$ cat src/rtl/phyctl_pkg.sv
package phyctl_pkg;
  localparam int WORD_W = 16;

  // basic word bit positions (standard management layout)
  localparam int B_RST   = 15;
  localparam int B_LOOP  = 14;
  localparam int B_SPDL  = 13;
  localparam int B_PD    = 11;
  localparam int B_ISO   = 10;
  localparam int B_DUP   = 8;
  localparam int B_SPDM  = 6;
  localparam int B_UNI   = 5;

  // extended word layout
  localparam int X_PM_HI = 15;
  localparam int X_PM_LO = 12;
  localparam int X_TRN   = 11;
  localparam int X_CAB   = 10;
  localparam int X_SLP   = 9;
  localparam int X_LB_HI = 8;
  localparam int X_LB_LO = 7;
  localparam int X_TM_HI = 6;
  localparam int X_TM_LO = 4;

  localparam logic [3:0] PM_KEEP   = 4'b0000;
  localparam logic [3:0] PM_NORMAL = 4'b0011;
  localparam logic [3:0] PM_SLPREQ = 4'b1011;
  localparam logic [3:0] PM_STBY   = 4'b1100;

  localparam int NPULSE = 6;
  localparam int P_RST = 0, P_TRN = 1, P_CAB = 2, P_SLP = 3, P_ERR = 4, P_NRM = 5;

  typedef struct packed {
    logic       ldBasic;
    logic       ldExt;
    logic       swReset;
    logic       trainGo;
    logic       cableGo;
    logic       sleepGo;
    logic       ctlErr;
    logic       normalReq;
    logic       pdNew;
    logic       isoNew;
    logic       loopNew;
    logic       uniNew;
    logic [3:0] pmNew;
    logic [1:0] lbTypeNew;
    logic [2:0] testNew;
  } ctlStrobe_t;
endpackage

$ cat src/rtl/phyctl_decode.sv
module phyctl_decode
  import phyctl_pkg::*;
#(
  parameter int ADDR_W     = 5,
  parameter int BASIC_ADDR = 0,
  parameter int EXT_ADDR   = 1
) (
  input  logic [ADDR_W-1:0] regAddr,
  input  logic [WORD_W-1:0] wrData,
  input  logic              wrEn,
  input  logic              curPd,
  input  logic              curIso,
  input  logic [3:0]        curPm,
  output ctlStrobe_t        st
);
  localparam logic [ADDR_W-1:0] A_BASIC = ADDR_W'(BASIC_ADDR);
  localparam logic [ADDR_W-1:0] A_EXT   = ADDR_W'(EXT_ADDR);

  logic wrBasic, wrExt, pdReq, isoReq, pdRej, isoRej, pmLegal;
  logic [3:0] pmWr;
  logic unusedBits;

  assign unusedBits = ^{wrData[B_SPDL], wrData[12], wrData[9], wrData[B_DUP],
                        wrData[7], wrData[B_SPDM], wrData[4:0], wrData[3:0]};

  assign wrBasic = wrEn && (regAddr == A_BASIC);
  assign wrExt   = wrEn && (regAddr == A_EXT);
  assign pdReq   = wrData[B_PD];
  assign isoReq  = wrData[B_ISO];
  assign pdRej   = pdReq && !curPd && (curIso || isoReq);
  assign isoRej  = isoReq && !curIso && (curPd || pdReq);
  assign pmWr    = wrData[X_PM_HI:X_PM_LO];
  assign pmLegal = (pmWr == PM_NORMAL) || (pmWr == PM_SLPREQ) || (pmWr == PM_STBY);

  always_comb begin
    st           = '0;
    st.swReset   = wrBasic && wrData[B_RST];
    st.ldBasic   = wrBasic && !wrData[B_RST];
    st.ldExt     = wrExt;
    st.pdNew     = pdReq && !pdRej;
    st.isoNew    = isoReq && !isoRej;
    st.loopNew   = wrData[B_LOOP];
    st.uniNew    = wrData[B_UNI];
    st.pmNew     = pmLegal ? pmWr : curPm;
    st.lbTypeNew = wrData[X_LB_HI:X_LB_LO];
    st.testNew   = wrData[X_TM_HI:X_TM_LO];
    st.trainGo   = wrExt && wrData[X_TRN];
    st.cableGo   = wrExt && wrData[X_CAB];
    st.sleepGo   = wrExt && wrData[X_SLP];
    st.ctlErr    = (st.ldBasic && (pdRej || isoRej)) ||
                   (wrExt && !pmLegal && (pmWr != PM_KEEP));
    st.normalReq = st.ldBasic && curPd && !pdReq && (curPm == PM_NORMAL);
  end
endmodule

$ cat src/rtl/phyctl_regs.sv
module phyctl_regs
  import phyctl_pkg::*;
#(
  parameter int ADDR_W     = 5,
  parameter int BASIC_ADDR = 0,
  parameter int EXT_ADDR   = 1
) (
  input  logic              clk,
  input  logic              rstN,
  input  ctlStrobe_t        st,
  input  logic              rdEn,
  input  logic [ADDR_W-1:0] regAddr,
  output logic [WORD_W-1:0] rdData,
  output logic              pdQ,
  output logic              isoQ,
  output logic              uniQ,
  output logic [3:0]        pmQ,
  output logic [2:0]        testQ,
  output logic              lbInternal,
  output logic              lbExternal,
  output logic              lbRemote,
  output logic [NPULSE-1:0] pulseQ
);
  localparam logic [ADDR_W-1:0] A_BASIC = ADDR_W'(BASIC_ADDR);
  localparam logic [ADDR_W-1:0] A_EXT   = ADDR_W'(EXT_ADDR);

  logic       loopQ;
  logic [1:0] lbTypeQ;
  logic [NPULSE-1:0] pulseReq;
  logic [WORD_W-1:0] basicWord, extWord;

  always_ff @(posedge clk or negedge rstN) begin
    if (!rstN) begin
      pdQ <= 1'b0; isoQ <= 1'b0; loopQ <= 1'b0; uniQ <= 1'b0;
      pmQ <= PM_KEEP; lbTypeQ <= 2'b00; testQ <= 3'b000;
    end else if (st.swReset) begin
      pdQ <= 1'b0; isoQ <= 1'b0; loopQ <= 1'b0; uniQ <= 1'b0;
      pmQ <= PM_KEEP; lbTypeQ <= 2'b00; testQ <= 3'b000;
    end else if (st.ldBasic) begin
      pdQ <= st.pdNew; isoQ <= st.isoNew; loopQ <= st.loopNew; uniQ <= st.uniNew;
    end else if (st.ldExt) begin
      pmQ <= st.pmNew; lbTypeQ <= st.lbTypeNew; testQ <= st.testNew;
    end
  end

  assign pulseReq[P_RST] = st.swReset;
  assign pulseReq[P_TRN] = st.trainGo;
  assign pulseReq[P_CAB] = st.cableGo;
  assign pulseReq[P_SLP] = st.sleepGo;
  assign pulseReq[P_ERR] = st.ctlErr;
  assign pulseReq[P_NRM] = st.normalReq;

  for (genvar i = 0; i < NPULSE; i++) begin : g_pulse
    always_ff @(posedge clk or negedge rstN) begin
      if (!rstN) pulseQ[i] <= 1'b0;
      else       pulseQ[i] <= pulseReq[i];
    end
  end

  assign lbInternal = loopQ && (lbTypeQ == 2'b00);
  assign lbExternal = loopQ && (lbTypeQ == 2'b01 || lbTypeQ == 2'b10);
  assign lbRemote   = loopQ && (lbTypeQ == 2'b11);

  always_comb begin
    basicWord          = '0;
    basicWord[B_LOOP]  = loopQ;
    basicWord[B_SPDL]  = 1'b1;
    basicWord[B_PD]    = pdQ;
    basicWord[B_ISO]   = isoQ;
    basicWord[B_DUP]   = 1'b1;
    basicWord[B_UNI]   = uniQ;
    extWord                    = '0;
    extWord[X_PM_HI:X_PM_LO]   = pmQ;
    extWord[X_LB_HI:X_LB_LO]   = lbTypeQ;
    extWord[X_TM_HI:X_TM_LO]   = testQ;
    if (!rdEn)                    rdData = '0;
    else if (regAddr == A_BASIC)  rdData = basicWord;
    else if (regAddr == A_EXT)    rdData = extWord;
    else                          rdData = '0;
  end

  // power-down and isolate never coexist
  p_pd_iso_excl_r3: assert property (@(posedge clk) disable iff (!rstN) !(pdQ && isoQ));
  // an error event only follows a write
  p_err_after_write_r3: assert property (@(posedge clk) disable iff (!rstN)
    pulseQ[P_ERR] |-> $past(st.ldBasic || st.ldExt));
  // stored power mode stays in the accepted set
  p_pm_legal_r5: assert property (@(posedge clk) disable iff (!rstN)
    (pmQ == PM_KEEP) || (pmQ == PM_NORMAL) || (pmQ == PM_SLPREQ) || (pmQ == PM_STBY));
  // reset pulse coincides with default state
  p_reset_defaults_r7: assert property (@(posedge clk) disable iff (!rstN)
    pulseQ[P_RST] |-> (!pdQ && !isoQ && !loopQ && !uniQ && pmQ == PM_KEEP && testQ == 3'b000));
  // at most one loopback kind
  p_lb_onehot_r8: assert property (@(posedge clk) disable iff (!rstN)
    $onehot0({lbInternal, lbExternal, lbRemote}));
endmodule

$ cat src/rtl/sp_phy_ctrl.sv
module sp_phy_ctrl
  import phyctl_pkg::*;
#(
  parameter int ADDR_W     = 5,
  parameter int BASIC_ADDR = 0,
  parameter int EXT_ADDR   = 1
) (
  input  logic              clk,
  input  logic              rstN,
  input  logic [ADDR_W-1:0] regAddr,
  input  logic [15:0]       wrData,
  input  logic              wrEn,
  input  logic              rdEn,
  output logic [15:0]       rdData,
  output logic              swResetPulse,
  output logic              powerDown,
  output logic              isolate,
  output logic              unidirEnable,
  output logic              lbInternal,
  output logic              lbExternal,
  output logic              lbRemote,
  output logic [3:0]        pwrModeCmd,
  output logic              normalReqPulse,
  output logic [2:0]        testMode,
  output logic              trainRestartPulse,
  output logic              cableTestPulse,
  output logic              forceSleepPulse,
  output logic              ctlErrPulse
);
  ctlStrobe_t st;
  logic [NPULSE-1:0] pulseQ;

  phyctl_decode #(.ADDR_W(ADDR_W), .BASIC_ADDR(BASIC_ADDR), .EXT_ADDR(EXT_ADDR)) u_decode (
    .regAddr(regAddr), .wrData(wrData), .wrEn(wrEn),
    .curPd(powerDown), .curIso(isolate), .curPm(pwrModeCmd), .st(st)
  );

  phyctl_regs #(.ADDR_W(ADDR_W), .BASIC_ADDR(BASIC_ADDR), .EXT_ADDR(EXT_ADDR)) u_regs (
    .clk(clk), .rstN(rstN), .st(st), .rdEn(rdEn), .regAddr(regAddr), .rdData(rdData),
    .pdQ(powerDown), .isoQ(isolate), .uniQ(unidirEnable), .pmQ(pwrModeCmd), .testQ(testMode),
    .lbInternal(lbInternal), .lbExternal(lbExternal), .lbRemote(lbRemote), .pulseQ(pulseQ)
  );

  assign swResetPulse      = pulseQ[P_RST];
  assign trainRestartPulse = pulseQ[P_TRN];
  assign cableTestPulse    = pulseQ[P_CAB];
  assign forceSleepPulse   = pulseQ[P_SLP];
  assign ctlErrPulse       = pulseQ[P_ERR];
  assign normalReqPulse    = pulseQ[P_NRM];
endmodule

$ cat config.mk
export PLATFORM = sky130hd
export DESIGN_NAME = sp_phy_ctrl
export DESIGN_NICKNAME = d
export VERILOG_FILES = /design/src/rtl/phyctl_pkg.sv /design/src/rtl/phyctl_decode.sv /design/src/rtl/phyctl_regs.sv /design/src/rtl/sp_phy_ctrl.sv
export SDC_FILE = /design/constraint.sdc
export NUM_CORES = 1
export LEC_CHECK = 0
export ABC_CLOCK_PERIOD_IN_PS = 1500
export BUFFER_PORTS_ARGS = -buffer_cell sky130_fd_sc_hd__buf_2
export CORE_MARGIN = 8
export CORE_UTILIZATION = 44
export CTS_BUF_LIST = sky130_fd_sc_hd__clkbuf_16
export CTS_CLUSTER_SIZE = 16
export DETAILED_ROUTE_END_ITERATION = 7
export PLACE_DENSITY_LB_ADDON = 0.15
export SKIP_LAST_GASP = 1
export SLEW_MARGIN = 20
export SYNTH_ARGS = -nofsm -noshare
export SYNTH_HDL_FRONTEND = slang
export SYNTH_SLANG_ARGS = --single-unit
$ cat constraint.sdc
create_clock -name clk -period 1.5 [get_ports clk]
set_input_delay 0.15 -clock clk [delete_from_list [all_inputs] [get_ports clk]]
set_output_delay 0.15 -clock clk [all_outputs]
set_load 0.02 [all_outputs]
=== Word-level counts from Yosys, hierarchy flattened ===
Cells that the tools add are included.

* Flip-flop bits (word level): 19
* Bits of input ports: 25
* Output and inout bits: 35
* Logic and storage cells: 87

* Eq/ne operators: 9
* Multiplexer cells: 21
* Reduce and logical (&&, ||, !) cells: 44

{| class="wikitable"
|+ Operator list
! kind !! number
|-
| $mux 16 || 3
|-
| $logic_and 1x1->1 || 22
|-
| $mux 4 || 4
|-
| $mux 3 || 3
|-
| $eq 4x2->1 const B || 2
|-
| $eq 4x4->1 const B || 2
|-
| $mux 1 || 8
|-
| $logic_not 1->1 || 7
|-
| $logic_or 1x1->1 || 7
|-
| $mux 2 || 3
|-
| $reduce_bool 2->1 || 3
|-
| $eq 5x1->1 const B || 1
|-
| $logic_not 5->1 || 1
|-
| $eq 2x2->1 const B || 2
|-
| $reduce_bool 4->1 || 1
|-
| $reduce_and 3->1 || 1
|-
| $eq 2x1->1 const B || 1
|-
| $logic_not 2->1 || 1
|-
| $ne 2x1->1 const B || 1
|-
| $reduce_and 2->1 || 1
|}

=== Depth between registers and ports, before layout ===
* Word-level depth: 7
* Gate-level depth with buffers: 4

=== Hierarchy ===
A second synthesis with hierarchy kept.

* Cell total of the unflattened synthesis: 134
* Area, all modules: 1256.2 um^2

{| class="wikitable"
|+ Modules (own cells, without submodules)
! module !! times used !! cells an instance !! area each (um^2) !! sequential area each (um^2)
|-
| phyctl_regs || 1 || 92 || 967.2 || 475.5
|-
| phyctl_decode || 1 || 42 || 289.0 || 0.0
|}

=== Least setup slack after synthesis ===
No wires, ideal clock.

* Path type: input-to-output
* From: input port regAddr[4]
* To: output port rdData[12]
* Arrival: 1536 ps
* Data required time: 1350 ps
* Slack: -186 ps
* Cell stages on the path: 3
* Buffers on the path: 0
* Path through: nor4_1 nand2_1 nor3_1

* Longest elaborated chain between the ends: 4

{| class="wikitable"
|+ RTL lines
! what !! line !! RTL
|-
| start: declaration || sp_phy_ctrl.sv:10 || <nowiki>input logic [ADDR_W-1:0] regAddr,</nowiki>
|-
| $eq 5x1->1 || phyctl_regs.sv:78 || <nowiki>else if (regAddr == A_EXT) rdData = extWord;</nowiki>
|-
| $mux 16 || phyctl_regs.sv:78 ||
|-
| $mux 16 * || phyctl_regs.sv:77 || <nowiki>else if (regAddr == A_BASIC) rdData = basicWord;</nowiki>
|-
| $mux 16 * || phyctl_regs.sv:76 || <nowiki>if (!rdEn) rdData = '0;</nowiki>
|-
| end: declaration || sp_phy_ctrl.sv:14 || <nowiki>output logic [15:0] rdData,</nowiki>
|}

Mark *: on every way between the ends. The rest lies on a longest branch, timed or not.

=== Final worst setup path ===
* From: input port regAddr[3]
* To: output port rdData[10]

* Longest elaborated chain between the ends: 3

{| class="wikitable"
|+ RTL lines
! what !! line
|-
| $logic_not 5->1 || phyctl_regs.sv:77
|-
| $mux 16 || phyctl_regs.sv:77
|-
| $mux 16 || phyctl_regs.sv:76
|}

Every way passes these cells.

==> qor.csv <==
metric;value;unit
yosys_warnings;0;
reg2regPathDepth;3;
cts_sinks;19;
instances_no_fill;204;
worst-path-buf-inv;3;
cp-end-kind;output port;
wl_per_cell;16.4;um
drt_iter0_markers;51;
grt.overflow.total;0;
r2r_setup_slack;0.32;ns
yosysSeqAreaShare;42.4;%
crit_top_cell;buf_6;
power_density;897;nW/um^2
outcome;complete, no violations;
fin_skew;0.00182;ns
netlist.area_leader.share;42.4;%
place_congestion;0.783;
grt_max_degree;20;
routed-via-count;1093;
grt_first_pass_wirelength;5440;um
pre_cts_slack;-0.138;ns
setup.worst_path.start;regAddr[3];
route.detailed.drc;0;
num_rows;18;
criticalPathCategory;in -> out;
pin_count;60;
yosysTopAreaCell;dfrtp_1;
worst_slack;0.0445;ns
drt-total-wl;3340;um
path_cells;buf_6 > buf_6 > nor4_4 > and2_4 > and3_4 > buf_6;
cts-buffers-inserted;3;
worstMarginPinSlew;0.545;ns
async_flop_share;100;%
cts-root-buf;clkbuf_16;
worst-path-stages;6;
synth_edf_count;0;
cp.required;1.35;ns
setup_viol;0;
initial_core_util;45.7;%
arrival;1.31;ns
avgSynthCellArea;10.0;um^2
synth_cells;112;
hp-class;in -> reg;
area_growth;47.0;%
cts_tree;done;
grt_usage;15.3;%
netlist_area;1120;um^2
synth_most_common_cell;dfrtp_1;
worstSetupEndpoint;rdData[10];
finalHoldViolations;0;
antenna_left;0;
reg2reg_to;u_regs.pdQ$_DFFE_PN0P_;
fin_crit;1.46;ns
antenna_cells;0;
synthTopCellsByCount;dfrtp_1 (19), and2_1 (8), inv_1 (6);
cp_top_family;simple AND/OR/NAND/NOR gates;
grt_pass1_vias;1165;
antenna_found_initial;0;
relSlewSlack;62.7;%
ys_types;44;
synth_flop_cell;dfrtp_1;
clk_latency;0.25;ns
cts_max_level;1;
synth_seq_cells;19;
synth_area_leaders;dfrtp_1 (42%), and2_1 (4.5%), a22o_1 (3.9%);
r2r-start;u_regs.isoQ$_DFFE_PN0P_;
crit_path_start_kind;input pin;
die_w;66.5;um
slew_violations;0;
portBuffers;50;
die_y;66.5;um
p_leak;0.847;nW
drt-pass1-iter-count;4;
viasPerCell;5.36;
critical-path-max-stage-delay;0.40;ns
clk_path_buf_depth;2;
fin_crit_sh;97.0;%
dp.cells;198;
layout.nets;202;
drive_above_1_share;47.7;%
max-cap-violations;0;
critPathMaxFanout;4;
dieArea;4420;um^2
critical_path.slowest_cell;nor4_4;
core;2450;um^2
irDropWorstVdd;0.700;mV
clk_pin_slew_worst_paths;0.05;ns
fmax;687;MHz
hpwlAfterDp;2490;um
[worst register-to-register path: cells and delay by family, from the launching register on]
family / cells / cell delay (ns)
AOI/OAI and AO/OA: 1 / 0.17
and+or+nand+nor: 2 / 0.51
DFF: 1 / 0.42
[placed cells by master (no fill, tap or decap), types with 2 or more instances in the layout]
master / Yosys / layout
mux2i_1: 2 / 2
dfrtp_1: 19 / 19
nor2_1: 5 / 5
buf_4: 5 / 10
nand4_1: 3 / 3
nor4_1: 3 / 2
buf_2: 1 / 44
inv_1: 6 / 6
a22o_1: 5 / 5
nor3_2: 1 / 4
clkbuf_16: 0 / 3
nor2b_1: 2 / 2
ha_1: 2 / 2
o211ai_1: 2 / 2
buf_6: 1 / 8
nand2_1: 4 / 3
nand3b_1: 2 / 2
and2_1: 8 / 7
o221ai_1: 2 / 2
nand2b_1: 3 / 3
conb_1: 1 / 5
a21oi_1: 4 / 4
and3_4: 0 / 4
mux2_2: 2 / 2
[layer usage]
layer / track usage, % / wire (um) / share of wire, %
met1: 19.1 / 1400 / 42
met3: 3.19 / 244 / 7.3
met4: 5.07 / 28 / 0.84
met5: 0 / 0 / 0
met2: 25.6 / 1670 / 50
[stage by stage]
step           util, %  hold slack, ns  TNS (ns)  area (um^2)  total power [mW]
6_report          67.1           0.106         0         1650              1.48
5_1_grt           67.1           0.131   -0.0195         1650              1.54
4_1_cts           63.9           0.110         0         1570              1.47
3_5_place_dp      59.7           0.120     -1.32         1470             0.914
3_3_place_gp      59.7           0.113    -0.831         1470             0.905
2_1_floorplan        -          -0.146         0         1160             0.790
[cell type report]
cell class | instances | area, um^2
clock buffers | 3 | 75.1
multi-input cells | 81 | 633
well taps | 30 | 37.5
flip-flops and latches | 19 | 475
fillers | 208 | 807
clock inverters | 1 | 5.00
repair buffers | 63 | 395
inverters | 7 | 26.3
[worst min path at each step]
stage               from                         end  cells past startpoint  slack, ns
2_1_floorplan       rstN     u_regs.isoQ$_DFFE_PN0P_                      0      -0.15
3_3_place_gp        rstN   u_regs.pmQ[0]$_DFFE_PN0P_                      1       0.11
3_5_place_dp        rstN   u_regs.pmQ[0]$_DFFE_PN0P_                      1       0.12
4_1_cts        wrData[9]  u_regs.pulseQ[3]$_DFF_PN0_                      2       0.11
5_1_grt        wrData[9]  u_regs.pulseQ[3]$_DFF_PN0_                      2       0.13
6_report       wrData[9]  u_regs.pulseQ[3]$_DFF_PN0_                      2       0.11
[report_power, final]
| group | switching [mW] | internal, mW |
|---|---|---|
| combinational | 0.185 | 0.136 |
| clock | 0.198 | 0.358 |
| sequential | 0.0441 | 0.557 |
[kinds of logic after synthesis]
family                   share of synthesized area (%)
AO/OA/AOI/OAI                                     14.7
flip-flops                                        42.4
adder cells (fa/ha/maj)                           2.23
AND/OR/NAND/NOR                                   27.9
multiplexers                                      3.79
buffers and inverters                             7.81
XOR/XNOR                                         0.781
other                                            0.335
[flip-flops by register name, indices dropped and copies added (netlist names)]
name / flops
u_regs.pulseQ: 6
u_regs.pmQ: 4
u_regs.isoQ: 1
u_regs.testQ: 3
u_regs.uniQ: 1
u_regs.pdQ: 1
u_regs.loopQ: 1
u_regs.lbTypeQ: 2
[repair_timing]
action / in CTS / in global routing
setup endpoints to repair: 9 / 8
pin swaps: 0 / 3
hold endpoints to repair: 19 / 0
gates resized for setup: 2 / 18
hold buffers: 1 / 0
setup buffers: 0 / 1
No activity file was read; power rests on OpenSTA's default activity.
